<file path="config.mk">
export PLATFORM = sky130hd
export DESIGN_NAME = irq_prio_ack
export DESIGN_NICKNAME = d
export VERILOG_FILES = /design/src/rtl/irq_prio_ack.sv
export SDC_FILE = /design/constraint.sdc
export NUM_CORES = 1
export LEC_CHECK = 0
export ABC_CLOCK_PERIOD_IN_PS = 3200
export BUFFER_PORTS_ARGS = -buffer_cell sky130_fd_sc_hd__buf_2
export CAP_MARGIN = 10
export CORE_ASPECT_RATIO = 1.1
export CORE_UTILIZATION = 53
export CTS_BUF_LIST = sky130_fd_sc_hd__clkbuf_8
export CTS_CLUSTER_SIZE = 12
export DETAILED_ROUTE_END_ITERATION = 10
export PLACE_DENSITY = 0.84
export REMOVE_ABC_BUFFERS = 1
export SLEW_MARGIN = 20
export SYNTH_ARGS = -nofsm -noshare
export SYNTH_HDL_FRONTEND = slang
export SYNTH_SLANG_ARGS = --single-unit
</file>
<file path="constraint.sdc">
create_clock -name clk -period 3.2 [get_ports clk]
set_clock_uncertainty 0.05 [all_clocks]
set_input_delay 0.64 -clock clk [delete_from_list [all_inputs] [get_ports clk]]
set_output_delay 0.64 -clock clk [all_outputs]
set_load 0.01 [all_outputs]
</file>
<file path="src/rtl/irq_prio_ack.sv">
module irq_prio_ack #(
  parameter int N  = 8,
  parameter int VW = 8,
  localparam int LW = $clog2(N)
) (
  input  logic          clk,
  input  logic          rst_n,
  input  logic [N-1:0]  req_i,
  input  logic          edge_mode_i,
  input  logic [N-1:0]  mask_i,
  input  logic [VW-1:0] vec_base_i,
  input  logic          eoi_i,
  input  logic          ack_n_i,
  output logic          irq_o,
  output logic [VW-1:0] vec_o,
  output logic          vec_valid_o,
  output logic [N-1:0]  irr_o,
  output logic [N-1:0]  isr_o
);

  function automatic logic [LW-1:0] lowest(input logic [N-1:0] v);
    lowest = '0;
    for (int i = N - 1; i >= 0; i--)
      if (v[i]) lowest = LW'(i);
  endfunction

  logic [N-1:0]  irr_q, isr_q, req_q;
  logic          ack_q, second_q, vv_q;
  logic [LW-1:0] lvl_q;
  logic [VW-1:0] vec_q;

  logic [N-1:0]  elig;
  logic [LW-1:0] req_idx, isr_idx;
  logic          win, fall, take;
  logic [N-1:0]  take_mask, eoi_mask, rise;

  assign elig      = irr_q & ~mask_i;
  assign req_idx   = lowest(elig);
  assign isr_idx   = lowest(isr_q);
  assign win       = (|elig) && (~|isr_q || req_idx < isr_idx);
  assign fall      = ack_q & ~ack_n_i;
  assign take      = fall & ~second_q & win;
  assign take_mask = take ? (N'(1) << req_idx) : '0;
  assign eoi_mask  = (eoi_i && |isr_q) ? (N'(1) << isr_idx) : '0;
  assign rise      = req_i & ~req_q;

  always_ff @(posedge clk or negedge rst_n) begin
    if (!rst_n) begin
      irr_q    <= '0;
      isr_q    <= '0;
      req_q    <= '0;
      ack_q    <= 1'b1;
      second_q <= 1'b0;
      vv_q     <= 1'b0;
      lvl_q    <= '0;
      vec_q    <= '0;
    end else begin
      req_q <= req_i;
      ack_q <= ack_n_i;
      irr_q <= (edge_mode_i ? (irr_q | rise) : req_i) & ~take_mask;
      isr_q <= (isr_q & ~eoi_mask) | take_mask;
      if (fall) begin
        second_q <= ~second_q;
        if (!second_q) begin
          lvl_q <= win ? req_idx : LW'(N - 1);
        end else begin
          vec_q <= {vec_base_i[VW-1:LW], lvl_q};
          vv_q  <= 1'b1;
        end
      end else if (ack_n_i) begin
        vv_q <= 1'b0;
      end
    end
  end

  assign irq_o       = win;
  assign vec_o       = vec_q;
  assign vec_valid_o = vv_q;
  assign irr_o       = irr_q;
  assign isr_o       = isr_q;

endmodule

</file>
==> impl_metrics.toml <==
[drt]
wl_per_cell_microns = 13.9
ant_nets = 0
first_iter_violations = 61
drc = 4
drt_wl_total_mm = 3.89
firstDrtPassIters = 7
vias = 1549
viasPerCell = 5.51

[worst_setup_path]
worst-path-buf-inv = 1
cp_max_fo = 6
cp_cell_sequence = "nor2b_1 -> nor2_2 -> o21ai_1 -> a31oi_1 -> ha_1 -> o21a_1 -> o22ai_2 -> a21o_1 -> and2_1 -> buf_2"
start_kind = "flip-flop"
required_ns = 2.51
crit_family = "compound AO/OA/AOI/OAI gates"
critical_path_class = "flip-flop to primary output"
cpPeakStageDelay_ns = 0.40
cp_slowest_cell = "dfrtp_1"
end_kind = "primary output"
cp.arrival_ns = 2.37

[power_and_ir_drop]
p_clk_frac = 0.203
sw_frac_of_total = 0.348
comb_power_share = 0.394
p_switching_mw = 0.557
p_leak_nw = 1.11
p_seq_frac = 0.403
power_density_nw_per_um2 = 705
internal_power_mw = 1.04
peakVddDrop_v = 0.000393

[clock_tree]
cts.clk_slew.worst_paths_ns = 0.07
cts_made_buffers = 5
hold_buffers = 0
htree_levels = 2
clock-sinks = 38
post_cts_buffers = 0
ctsResizeCount = 0
worst_skew_pair.late_latency_ns = 0.29
cts_tree = "done"
cts-root-buf = "clkbuf_8"
cts_buffer_depth = 2

[final_layout]
drive_gt1_frac = 0.352
antenna_cells = 0
fillers = 282
final_common_cell = "buf_2"
seq_area_sq_um = 952
multi_input_comb_area_sq_um = 857
layout-area-overhead-vs-synth_pct = 23.8
final_cell_mix = "51 x buf_2, 37 x dfrtp_1, 24 x nand2_1"
nets = 263
instances_no_fill = 281

[floorplan]
start_util = 0.550
die_w_microns = 58.1
core-area_sq_um = 3330
rows = 22
dieHeight_microns = 63.7
io_pins = 55
die_area_sq_um = 3700

[grt]
grt_pass1_wl_mm = 6.42
grt_pass1_vias = 1499
grt_max_degree = 39
grtUsageTotal = 0.233
antenna_found_initial = 0
overflow = 0

[timing]
drv_slew = 0
worst_pin_slew_ns = 0.813
setup_ws_ns = 0.143
clock.fmax_ghz = 0.327
min_period_ns = 3.06
rsz0062_at_grt = "no"
fin_tns_setup_ns = 0
relSlewSlack = 0.458
final_hold_viol_count = 0
finalSetupViolCount = 0
min_period_over_period = 0.955

[yosys]
synth_edf_count = 0
syn_inst = 172
ys_async_sr_fraction = 1.00
ys_seq_area_frac = 0.519
synthDistinctLibCells = 45
ys_ff_latch = 38
ys.flop_type = "dfrtp_1"
yosysWarnings = 0
synthesis.area_sq_um = 1830
syn_area_per_cell_sq_um = 10.7

[placed_design]
io_buffers = 51
place_inst = 273
pre_cts_ws_ns = 0.170
gp_congestion = 0.904
place_hpwl_mm = 3.03

[worst_hold_path]
hp-class = "input pin to asynchronous set/reset pin"

[outcome]
violations = "design-rule violations"
status = "finished, violations left"

[job]
cap_viol_max_count = 0
[cells by family (layout without fill, tap and decap cells)]
| logic type | Yosys count | count (layout) | synth area share |
|---|---|---|---|
| AO/OA/AOI/OAI | 49 | 49 | 0.210 |
| adder cells (fa/ha/maj) | 2 | 2 | 0.0136 |
| buffers and inverters | 7 | 68 | 0.0143 |
| flip-flops | 38 | 38 | 0.519 |
| multiplexers | 8 | 8 | 0.0491 |
| AND/OR/NAND/NOR | 68 | 68 | 0.193 |
[flip-flops by register name, indices dropped and copies added, names as in the netlist]
signal	cells
irr_o	8
vec_o	8
ack_q	1
vec_valid_o	1
isr_o	8
lvl_q	3
req_q	8
second_q	1
[power groups by stage]
stage	Sequential (mW)	Combinational, mW	Clock (mW)
after floorplan	0.677	0.376	0
after global placement	0.646	0.617	0
after detailed placement	0.655	0.629	0
after CTS	0.646	0.631	0.336
after global routing	0.657	0.695	0.353
final	0.644	0.630	0.325
[layer usage]
metal | up-vias | GRT usage | routed length, microns
li1 | 752 | - | -
met1 | 731 | 0.284 | 1690
met2 | 57 | 0.398 | 1910
met3 | 9 | 0.0390 | 221
met4 | 0 | 0.101 | 76
met5 | - | 0 | 0
[worst paths after layout]
path	to	depth (start not counted)	startpoint	slack [ns]
worst max-delay path	irq_o	10	irr_o[5]$_DFF_PN0_	0.14
worst min-delay path	req_q[7]$_DFF_PN0_	1	rst_n	0.40
worst max register to register	isr_o[0]$_DFF_PN0_	10	irr_o[5]$_DFF_PN0_	0.80
worst min register to register	vec_o[5]$_DFFE_PN0P_	1	vec_o[5]$_DFFE_PN0P_	0.45
max in group asynchronous	vec_o[0]$_DFFE_PN0P_	1	rst_n	2.19
min in group clk	req_q[5]$_DFF_PN0_	1	req_i[5]	0.42
[synthesized netlist by cell type (2+ instances only)]
library cell / n / area share
dfrtp_1: 37 / 0.51
nand2_1: 24 / 0.049
nor2_1: 12 / 0.025
nor2b_1: 9 / 0.031
a31oi_1: 6 / 0.020
nand2b_1: 6 / 0.020
mux2_2: 5 / 0.031
o21ai_0: 5 / 0.014
a21oi_1: 4 / 0.011
a22oi_1: 4 / 0.016
nand4_1: 4 / 0.014
o21ai_1: 4 / 0.011
a21o_1: 3 / 0.012
clkbuf_1: 3 / 0.0061
inv_1: 3 / 0.0061
mux2_1: 3 / 0.018
nand3_1: 3 / 0.0082
o31ai_1: 3 / 0.012
a2bb2oi_1: 2 / 0.0096
a32o_1: 2 / 0.011
ha_1: 2 / 0.014
nand2b_2: 2 / 0.0096
nand3b_1: 2 / 0.0082
o21a_1: 2 / 0.0082
o21bai_1: 2 / 0.0082
[worst register-to-register path: stages, from the launching register on]
cell	delay (ns)
dfrtp_1	0.40
nor2b_1	0.17
nor2_2	0.22
o21ai_1	0.13
a31oi_1	0.19
ha_1	0.24
o21a_1	0.14
o22ai_2	0.08
buf_4	0.16
o21a_2	0.25
a32o_1	0.26
[stage by stage]
stage               hold slack, ns  cell area (sq um)  utilization  power (mW)
floorplan                    0.294               1820            -        1.05
global placement             0.418               2170        0.653        1.26
detailed placement           0.439               2170        0.653        1.28
CTS                          0.412               2270        0.680        1.61
global route                 0.411               2270        0.681        1.71
finish                       0.400               2270        0.681        1.60
[layout make-up]
| type | count | share of cell area |
|---|---|---|
| Timing Repair Buffer | 56 | 0.129 |
| Clock buffer | 6 | 0.0364 |
| Tap cell | 48 | 0.0265 |
| Multi-Input combinational cell | 127 | 0.378 |
| Sequential cell | 38 | 0.420 |
| Inverter | 4 | 0.00662 |
| Clock inverter | 2 | 0.00386 |
(Power assumes the default switching activity.)
